$ cat src/rtl/ddr2_init_pkg.sv
package ddr2_init_pkg;

    typedef enum logic [2:0] {
        CMD_LMR = 3'b000,
        CMD_REF = 3'b001,
        CMD_PRE = 3'b010,
        CMD_ACT = 3'b011,
        CMD_WR  = 3'b100,
        CMD_RD  = 3'b101,
        CMD_NOP = 3'b111
    } mem_cmd_e;

    typedef enum logic [1:0] {
        PH_POWER,
        PH_STAB,
        PH_GAP,
        PH_DONE
    } init_phase_e;

    localparam int NUM_STEPS = 11;
    localparam int STEP_W    = 4;

    function automatic int imax(input int a, input int b);
        return (a > b) ? a : b;
    endfunction

    function automatic int imin(input int a, input int b);
        return (a < b) ? a : b;
    endfunction

endpackage

$ cat src/rtl/ddr2_init_steps.sv
module ddr2_init_steps
    import ddr2_init_pkg::*;
#(
    parameter int ADDR_W           = 14,
    parameter int BA_W             = 2,
    parameter int CNT_W            = 16,
    parameter int BURST_LEN        = 8,
    parameter int CAS_LAT          = 4,
    parameter int WRITE_REC        = 4,
    parameter int BURST_INTERLEAVE = 0,
    parameter int T_RP             = 3,
    parameter int T_RFC            = 16,
    parameter int T_MRD            = 2,
    parameter int T_OCD_GAP        = 200
) (
    input  logic [STEP_W-1:0] step_idx,
    output mem_cmd_e          step_cmd,
    output logic [BA_W-1:0]   step_ba,
    output logic [ADDR_W-1:0] step_addr,
    output logic [CNT_W-1:0]  step_gap
);
    localparam logic [2:0] BL_CODE = (BURST_LEN == 8) ? 3'b011 : 3'b010;
    localparam logic [2:0] CL_CODE = 3'(CAS_LAT);
    localparam logic [2:0] WR_CODE = 3'(WRITE_REC - 1);
    localparam logic       BT_BIT  = 1'(BURST_INTERLEAVE);

    // operating fields of the main mode register, DLL reset clear
    localparam logic [ADDR_W-1:0] MR_OPS =
        {{(ADDR_W-12){1'b0}}, WR_CODE, 2'b00, CL_CODE, BT_BIT, BL_CODE};
    localparam logic [ADDR_W-1:0] DLL_RST_BIT = {{(ADDR_W-9){1'b0}}, 1'b1, 8'b0};
    localparam logic [ADDR_W-1:0] ALL_BANKS   = {{(ADDR_W-11){1'b0}}, 1'b1, 10'b0};
    localparam logic [ADDR_W-1:0] OCD_DEFAULT = {{(ADDR_W-10){1'b0}}, 3'b111, 7'b0};

    localparam logic [CNT_W-1:0] G_RP  = CNT_W'(imax(T_RP, 2));
    localparam logic [CNT_W-1:0] G_RFC = CNT_W'(imax(T_RFC, 2));
    localparam logic [CNT_W-1:0] G_MRD = CNT_W'(imax(T_MRD, 2));
    localparam logic [CNT_W-1:0] G_OCD = CNT_W'(imax(imax(T_OCD_GAP, T_MRD), 2));

    always_comb begin
        step_cmd  = CMD_NOP;
        step_ba   = '0;
        step_addr = '0;
        step_gap  = G_MRD;
        case (step_idx)
            4'd0: begin step_cmd = CMD_PRE; step_addr = ALL_BANKS; step_gap = G_RP; end
            4'd1: begin step_cmd = CMD_LMR; step_ba = BA_W'(2); end
            4'd2: begin step_cmd = CMD_LMR; step_ba = BA_W'(3); end
            4'd3: begin step_cmd = CMD_LMR; step_ba = BA_W'(1); end
            4'd4: begin step_cmd = CMD_LMR; step_addr = MR_OPS | DLL_RST_BIT; end
            4'd5: begin step_cmd = CMD_PRE; step_addr = ALL_BANKS; step_gap = G_RP; end
            4'd6: begin step_cmd = CMD_REF; step_gap = G_RFC; end
            4'd7: begin step_cmd = CMD_REF; step_gap = G_RFC; end
            4'd8: begin step_cmd = CMD_LMR; step_addr = MR_OPS; step_gap = G_OCD; end
            4'd9: begin step_cmd = CMD_LMR; step_ba = BA_W'(1); step_addr = OCD_DEFAULT; end
            4'd10: begin step_cmd = CMD_LMR; step_ba = BA_W'(1); end
            default: ;
        endcase
    end

endmodule

$ cat src/rtl/ddr2_init_pins.sv
module ddr2_init_pins
    import ddr2_init_pkg::*;
(
    input  mem_cmd_e cmd,
    output logic     ras_n,
    output logic     cas_n,
    output logic     we_n
);
    // the three strobe pins carry the command code directly
    always_comb begin
        ras_n = cmd[2];
        cas_n = cmd[1];
        we_n  = cmd[0];
    end

endmodule

$ cat src/rtl/ddr2_init_seq.sv
module ddr2_init_seq
    import ddr2_init_pkg::*;
#(
    parameter int ADDR_W           = 14,
    parameter int BA_W             = 2,
    parameter int T_POWERUP        = 25000,
    parameter int T_CKE_STAB       = 50,
    parameter int T_RP             = 3,
    parameter int T_RFC            = 16,
    parameter int T_MRD            = 2,
    parameter int T_OCD_GAP        = 200,
    parameter int BURST_LEN        = 8,
    parameter int CAS_LAT          = 4,
    parameter int WRITE_REC        = 4,
    parameter int BURST_INTERLEAVE = 0
) (
    input  logic              clk,
    input  logic              rst,
    output logic              mem_cke,
    output logic              mem_cs_n,
    output logic              mem_ras_n,
    output logic              mem_cas_n,
    output logic              mem_we_n,
    output logic [BA_W-1:0]   mem_ba,
    output logic [ADDR_W-1:0] mem_addr,
    output logic              init_done
);
    localparam int MAX_DLY = imax(imax(imax(T_POWERUP, T_CKE_STAB), imax(T_RP, T_RFC)),
                                  imax(imax(T_MRD, T_OCD_GAP), 2));
    localparam int CNT_W   = $clog2(MAX_DLY + 1);
    localparam int MIN_GAP = imax(imin(imin(T_RP, T_RFC), T_MRD), 2);
    localparam logic [STEP_W-1:0] LAST_STEP = STEP_W'(NUM_STEPS - 1);

    typedef struct packed {
        init_phase_e       phase;
        logic [STEP_W-1:0] step;
        logic [CNT_W-1:0]  cnt;
        logic              cke;
        mem_cmd_e          cmd;
        logic [BA_W-1:0]   ba;
        logic [ADDR_W-1:0] addr;
        logic              done;
    } seq_state_t;

    seq_state_t st_d, st_q;

    logic [STEP_W-1:0] rom_idx;
    mem_cmd_e          rom_cmd;
    logic [BA_W-1:0]   rom_ba;
    logic [ADDR_W-1:0] rom_addr;
    logic [CNT_W-1:0]  rom_gap;

    assign rom_idx = (st_q.phase == PH_GAP) ? st_q.step + 1'b1 : st_q.step;

    ddr2_init_steps #(
        .ADDR_W(ADDR_W), .BA_W(BA_W), .CNT_W(CNT_W),
        .BURST_LEN(BURST_LEN), .CAS_LAT(CAS_LAT), .WRITE_REC(WRITE_REC),
        .BURST_INTERLEAVE(BURST_INTERLEAVE),
        .T_RP(T_RP), .T_RFC(T_RFC), .T_MRD(T_MRD), .T_OCD_GAP(T_OCD_GAP)
    ) u_steps (
        .step_idx (rom_idx),
        .step_cmd (rom_cmd),
        .step_ba  (rom_ba),
        .step_addr(rom_addr),
        .step_gap (rom_gap)
    );

    always_comb begin
        st_d      = st_q;
        st_d.cmd  = CMD_NOP;
        st_d.ba   = '0;
        st_d.addr = '0;
        case (st_q.phase)
            PH_POWER: begin
                if (st_q.cnt == '0) begin
                    st_d.cke   = 1'b1;
                    st_d.phase = PH_STAB;
                    st_d.cnt   = CNT_W'(T_CKE_STAB - 1);
                end else begin
                    st_d.cnt = st_q.cnt - 1'b1;
                end
            end
            PH_STAB, PH_GAP: begin
                if (st_q.cnt != '0) begin
                    st_d.cnt = st_q.cnt - 1'b1;
                end else if (st_q.phase == PH_GAP && st_q.step == LAST_STEP) begin
                    st_d.phase = PH_DONE;
                    st_d.done  = 1'b1;
                end else begin
                    st_d.phase = PH_GAP;
                    st_d.step  = rom_idx;
                    st_d.cmd   = rom_cmd;
                    st_d.ba    = rom_ba;
                    st_d.addr  = rom_addr;
                    st_d.cnt   = rom_gap - 1'b1;
                end
            end
            default: ;
        endcase
    end

    always_ff @(posedge clk) begin
        if (rst) begin
            st_q.phase <= PH_POWER;
            st_q.step  <= '0;
            st_q.cnt   <= CNT_W'(T_POWERUP - 1);
            st_q.cke   <= 1'b0;
            st_q.cmd   <= CMD_NOP;
            st_q.ba    <= '0;
            st_q.addr  <= '0;
            st_q.done  <= 1'b0;
        end else begin
            st_q <= st_d;
        end
    end

    ddr2_init_pins u_pins (
        .cmd  (st_q.cmd),
        .ras_n(mem_ras_n),
        .cas_n(mem_cas_n),
        .we_n (mem_we_n)
    );

    assign mem_cke   = st_q.cke;
    assign mem_cs_n  = 1'b0;
    assign mem_ba    = st_q.ba;
    assign mem_addr  = st_q.addr;
    assign init_done = st_q.done;

    // ---------------- checks on the driven bus ----------------
    logic [CNT_W-1:0] since_q;
    logic             seen_q;
    mem_cmd_e         pin_cmd;

    assign pin_cmd = mem_cmd_e'({mem_ras_n, mem_cas_n, mem_we_n});

    always_ff @(posedge clk) begin
        if (rst) begin
            since_q <= '0;
            seen_q  <= 1'b0;
        end else if (pin_cmd != CMD_NOP) begin
            since_q <= CNT_W'(1);
            seen_q  <= 1'b1;
        end else if (since_q != '1) begin
            since_q <= since_q + 1'b1;
        end
    end

    a_r2_cke_stays_high: assert property (@(posedge clk) disable iff (rst)
        mem_cke |=> mem_cke);

    a_r2_no_cmd_while_cke_low: assert property (@(posedge clk) disable iff (rst)
        !mem_cke |-> pin_cmd == CMD_NOP);

    a_r3_first_is_prea: assert property (@(posedge clk) disable iff (rst)
        (pin_cmd != CMD_NOP && !seen_q) |-> (pin_cmd == CMD_PRE && mem_addr[10]));

    a_r9_min_spacing: assert property (@(posedge clk) disable iff (rst)
        (pin_cmd != CMD_NOP && seen_q) |-> since_q >= CNT_W'(MIN_GAP));

    a_r10_single_cycle_cmd: assert property (@(posedge clk) disable iff (rst)
        pin_cmd != CMD_NOP |=> pin_cmd == CMD_NOP);

    a_r11_done_sticky: assert property (@(posedge clk) disable iff (rst)
        init_done |=> init_done);

    a_r11_quiet_after_done: assert property (@(posedge clk) disable iff (rst)
        init_done |-> (pin_cmd == CMD_NOP && mem_cke));

endmodule

$ cat config.mk
export PLATFORM = sky130hd
export DESIGN_NAME = ddr2_init_seq
export DESIGN_NICKNAME = d
export VERILOG_FILES = /design/src/rtl/ddr2_init_pkg.sv /design/src/rtl/ddr2_init_steps.sv /design/src/rtl/ddr2_init_pins.sv /design/src/rtl/ddr2_init_seq.sv
export SDC_FILE = /design/constraint.sdc
export NUM_CORES = 1
export LEC_CHECK = 0
export ABC_AREA = 1
export CAP_MARGIN = 20
export CORE_MARGIN = 5
export CORE_UTILIZATION = 51
export CTS_CLUSTER_DIAMETER = 50
export CTS_CLUSTER_SIZE = 14
export DETAILED_ROUTE_END_ITERATION = 10
export GPL_ROUTABILITY_DRIVEN = 0
export PLACE_DENSITY = 0.72
export SYNTH_ARGS = -nofsm -noshare
export SYNTH_HDL_FRONTEND = slang
export SYNTH_SLANG_ARGS = --single-unit
$ cat constraint.sdc
create_clock -name clk -period 1.95 [get_ports clk]
set_input_delay 0.2925 -clock clk [delete_from_list [all_inputs] [get_ports clk]]
set_output_delay 0.2925 -clock clk [all_outputs]
set_load 0.1 [all_outputs]
==> impl_metrics.yaml <==
routing:
  route.detailed.drc: 0
  vias_per_cell: 4.96
  firstDrtPassIters: 4
  vias: 1888
  wl_per_cell_um: 11.4
  drt_iter0_markers: 112
  ant_nets: 0
  finalWirelength_mm: 4.35
clocking:
  htree_levels: 2
  clk_pin_slew_ps: 70
  cts_buffer_depth: 2
  clock_latency_ps: 280
  cts_tree: "yes"
  cts_root_buf: "clkbuf_8"
  cts-buffers-inserted: 5
  cts_sinks: 33
  holdBufCountCts: 0
layout:
  nets: 338
  drive_gt1_share_pct: 26.0
  antenna_cells: 0
  final_cell_mix: "72 x nand2_1, 40 x inv_1, 31 x dfxtp_1, 31 x buf_4, 23 x nor2_1"
  area_growth_syn_to_layout_pct: 14.6
  final_common_cell: "nand2_1"
  nFillCells: 388
  finalNonFillerCells: 381
place:
  hpwlAfterDp_mm: 3.34
  io_buffers: 15
  placed_cells: 371
power:
  ir_drop_uv: 256
  switching_share_pct: 26.1
  p_seq_share_pct: 53.1
  internal_power_w: 0.000955
  switching_power_w: 0.000337
  powerDensity_nw_per_um2: 518
  p_clk_share_pct: 37.8
  power_w: 0.00129
  comb_power_share_pct: 9.2
  power.static_leakage_nw: 1.26
global_route:
  grt_max_degree: 15
  grt_usage_pct: 16.6
  grt-ovfl-total: 0
  grt_pass1_wl_mm: 7.31
  antenna_found_initial: 0
  grt_pass1_vias: 1697
logic_synthesis:
  synth.ff_latch_count: 33
  syn_inst: 305
  synth_cell_types: 38
  seq_area_frac_synth_pct: 30.4
  syn-cell-area_sq_um: 2170
  yosysWarnings: 0
  synth.avg_cell_area_sq_um: 7.13
critical_path:
  crit_fanout: 8
  timing.rr.start: "st_q[40]"
  cp-end-kind: "flop"
  ff2ff_setup_slack_ps: 130
  critPathRequiredTime_ps: 2170
  r2r_cells: 14
  critPathKind: "flop to flop"
  startpoint_type: "flop"
  arrival_ps: 2040
  timing.rr.end: "st_q[24]"
hold_path:
  min_to: "st_q[35]"
  hold_path_class: "flop to flop"
  hp-start: "st_q[35]"
  whs_path_depth: 2
sta:
  max_freq_ghz: 0.550
  final_max_slew_viol_count: 0
  period_share_pct: 93.2
  period_minus_slack_ps: 1820
  fin_skew_ps: 8.21
  final.setup.tns_ps: 0
  finalSetupViolCount: 0
  hold_viol_final: 0
die:
  dieArea_sq_um: 5670
  initial_core_util_pct: 53.6
  row_count: 23
  ioPinCount: 24
  dieHeight_um: 75.3
  die-width_um: 75.3
  fp.coreArea_sq_um: 4060
outcome:
  status: "completed"
run:
  drv_cap: 0
[state kept, by name, summed over array words and instances, names as in the netlist]
name       cells
mem_addr       5
st_q          24
mem_ba         2
init_done      1
mem_cke        1
[metal layers]
layer,share of wire (%),GRT usage (%)
met3,4.7,2.80
met5,0,0
met1,49,22.3
met2,45,26.4
met4,2.0,6.99
[metrics by stage]
step	instance area, sq um	setup WS [ps]	util, %	hold slack [ps]
2_1_floorplan	2200	87.2	-	419
3_3_place_gp	2340	69.1	57.7	431
3_5_place_dp	2340	-0.657	57.7	432
4_1_cts	2420	70.3	59.7	448
5_1_grt	2490	-35.6	61.4	466
6_report	2490	132	61.4	444
[Yosys cell counts (all sizes together)]
| cell | n | area (sq um) |
|---|---|---|
| nor3 | 3 | 20.0 |
| o21ai | 18 | 113 |
| o22ai | 3 | 18.8 |
| nand2 | 85 | 374 |
| nand3 | 25 | 158 |
| nand3b | 2 | 27.5 |
| a21o | 1 | 7.51 |
| or2 | 3 | 18.8 |
| dfxtp | 33 | 661 |
| nor2 | 33 | 199 |
| nand4 | 8 | 50.1 |
| inv | 43 | 164 |
| o211ai | 2 | 15.0 |
| clkinv | 1 | 3.75 |
| buf | 20 | 158 |
| a31oi | 1 | 6.26 |
| ha | 6 | 75.1 |
| xor2 | 2 | 17.5 |
| a21oi | 13 | 72.6 |
| clkbuf | 2 | 11.3 |
| conb | 1 | 3.75 |
[power by group through the flow]
stage	combinational, W	clock [W]	sequential [W]
finish	0.000119	0.000488	0.000685
global route	0.000128	0.000527	0.000685
CTS	0.000118	0.000506	0.000685
detailed placement	0.000118	0	0.000700
global placement	0.000118	0	0.000700
floorplan	0.000118	0	0.000699
[critical path: stages, from the launching register on]
cell and delay, ps:
dfxtp_1 300, inv_1 90, ha_4 210, nand2_4 70, nor2_1 90, nand2_1 150
nand2_2 130, nand3_2 100, nand2_2 90, ha_2 260, inv_1 50, nand2_1 40
nand2_1 60, nor2_1 30, nor2_1 70
[logic make-up after synthesis]
family	Yosys count	synth area share, %
AO/OA/AOI/OAI	38	10.7
XOR/XNOR	2	0.806
adder cells (fa/ha/maj)	6	3.45
buffers and inverters	66	15.5
flip-flops	33	30.4
other	1	0.173
AND/OR/NAND/NOR	159	39.0
[repair_timing]
action / CTS / global route
pin swaps: 0 / 3
buffers inserted: 0 / 2
setup endpoints to repair: 1 / 10
cloned: 0 / 0
gates resized for setup: 1 / 11
[worst max-delay path by stage]
stage / start / endpoint / cells after the start
floorplan: st_q[36] / st_q[24] / 12
global placement: st_q[40] / st_q[25] / 13
detailed placement: st_q[41] / st_q[25] / 12
CTS: st_q[41] / st_q[25] / 12
global route: st_q[40] / st_q[24] / 14
finish: st_q[40] / st_q[24] / 14
[cell type report]
class                   count  area, sq um  share of cell area, %
clock buffers               8         80.1                   3.21
repair buffers             33          263                   10.5
flip-flops and latches     33          663                   26.6
well taps                  50         62.6                   2.51
inverters                  44          168                   6.73
multi-input cells         213         1250                   50.4
No activity file was read; power rests on OpenSTA's default activity.
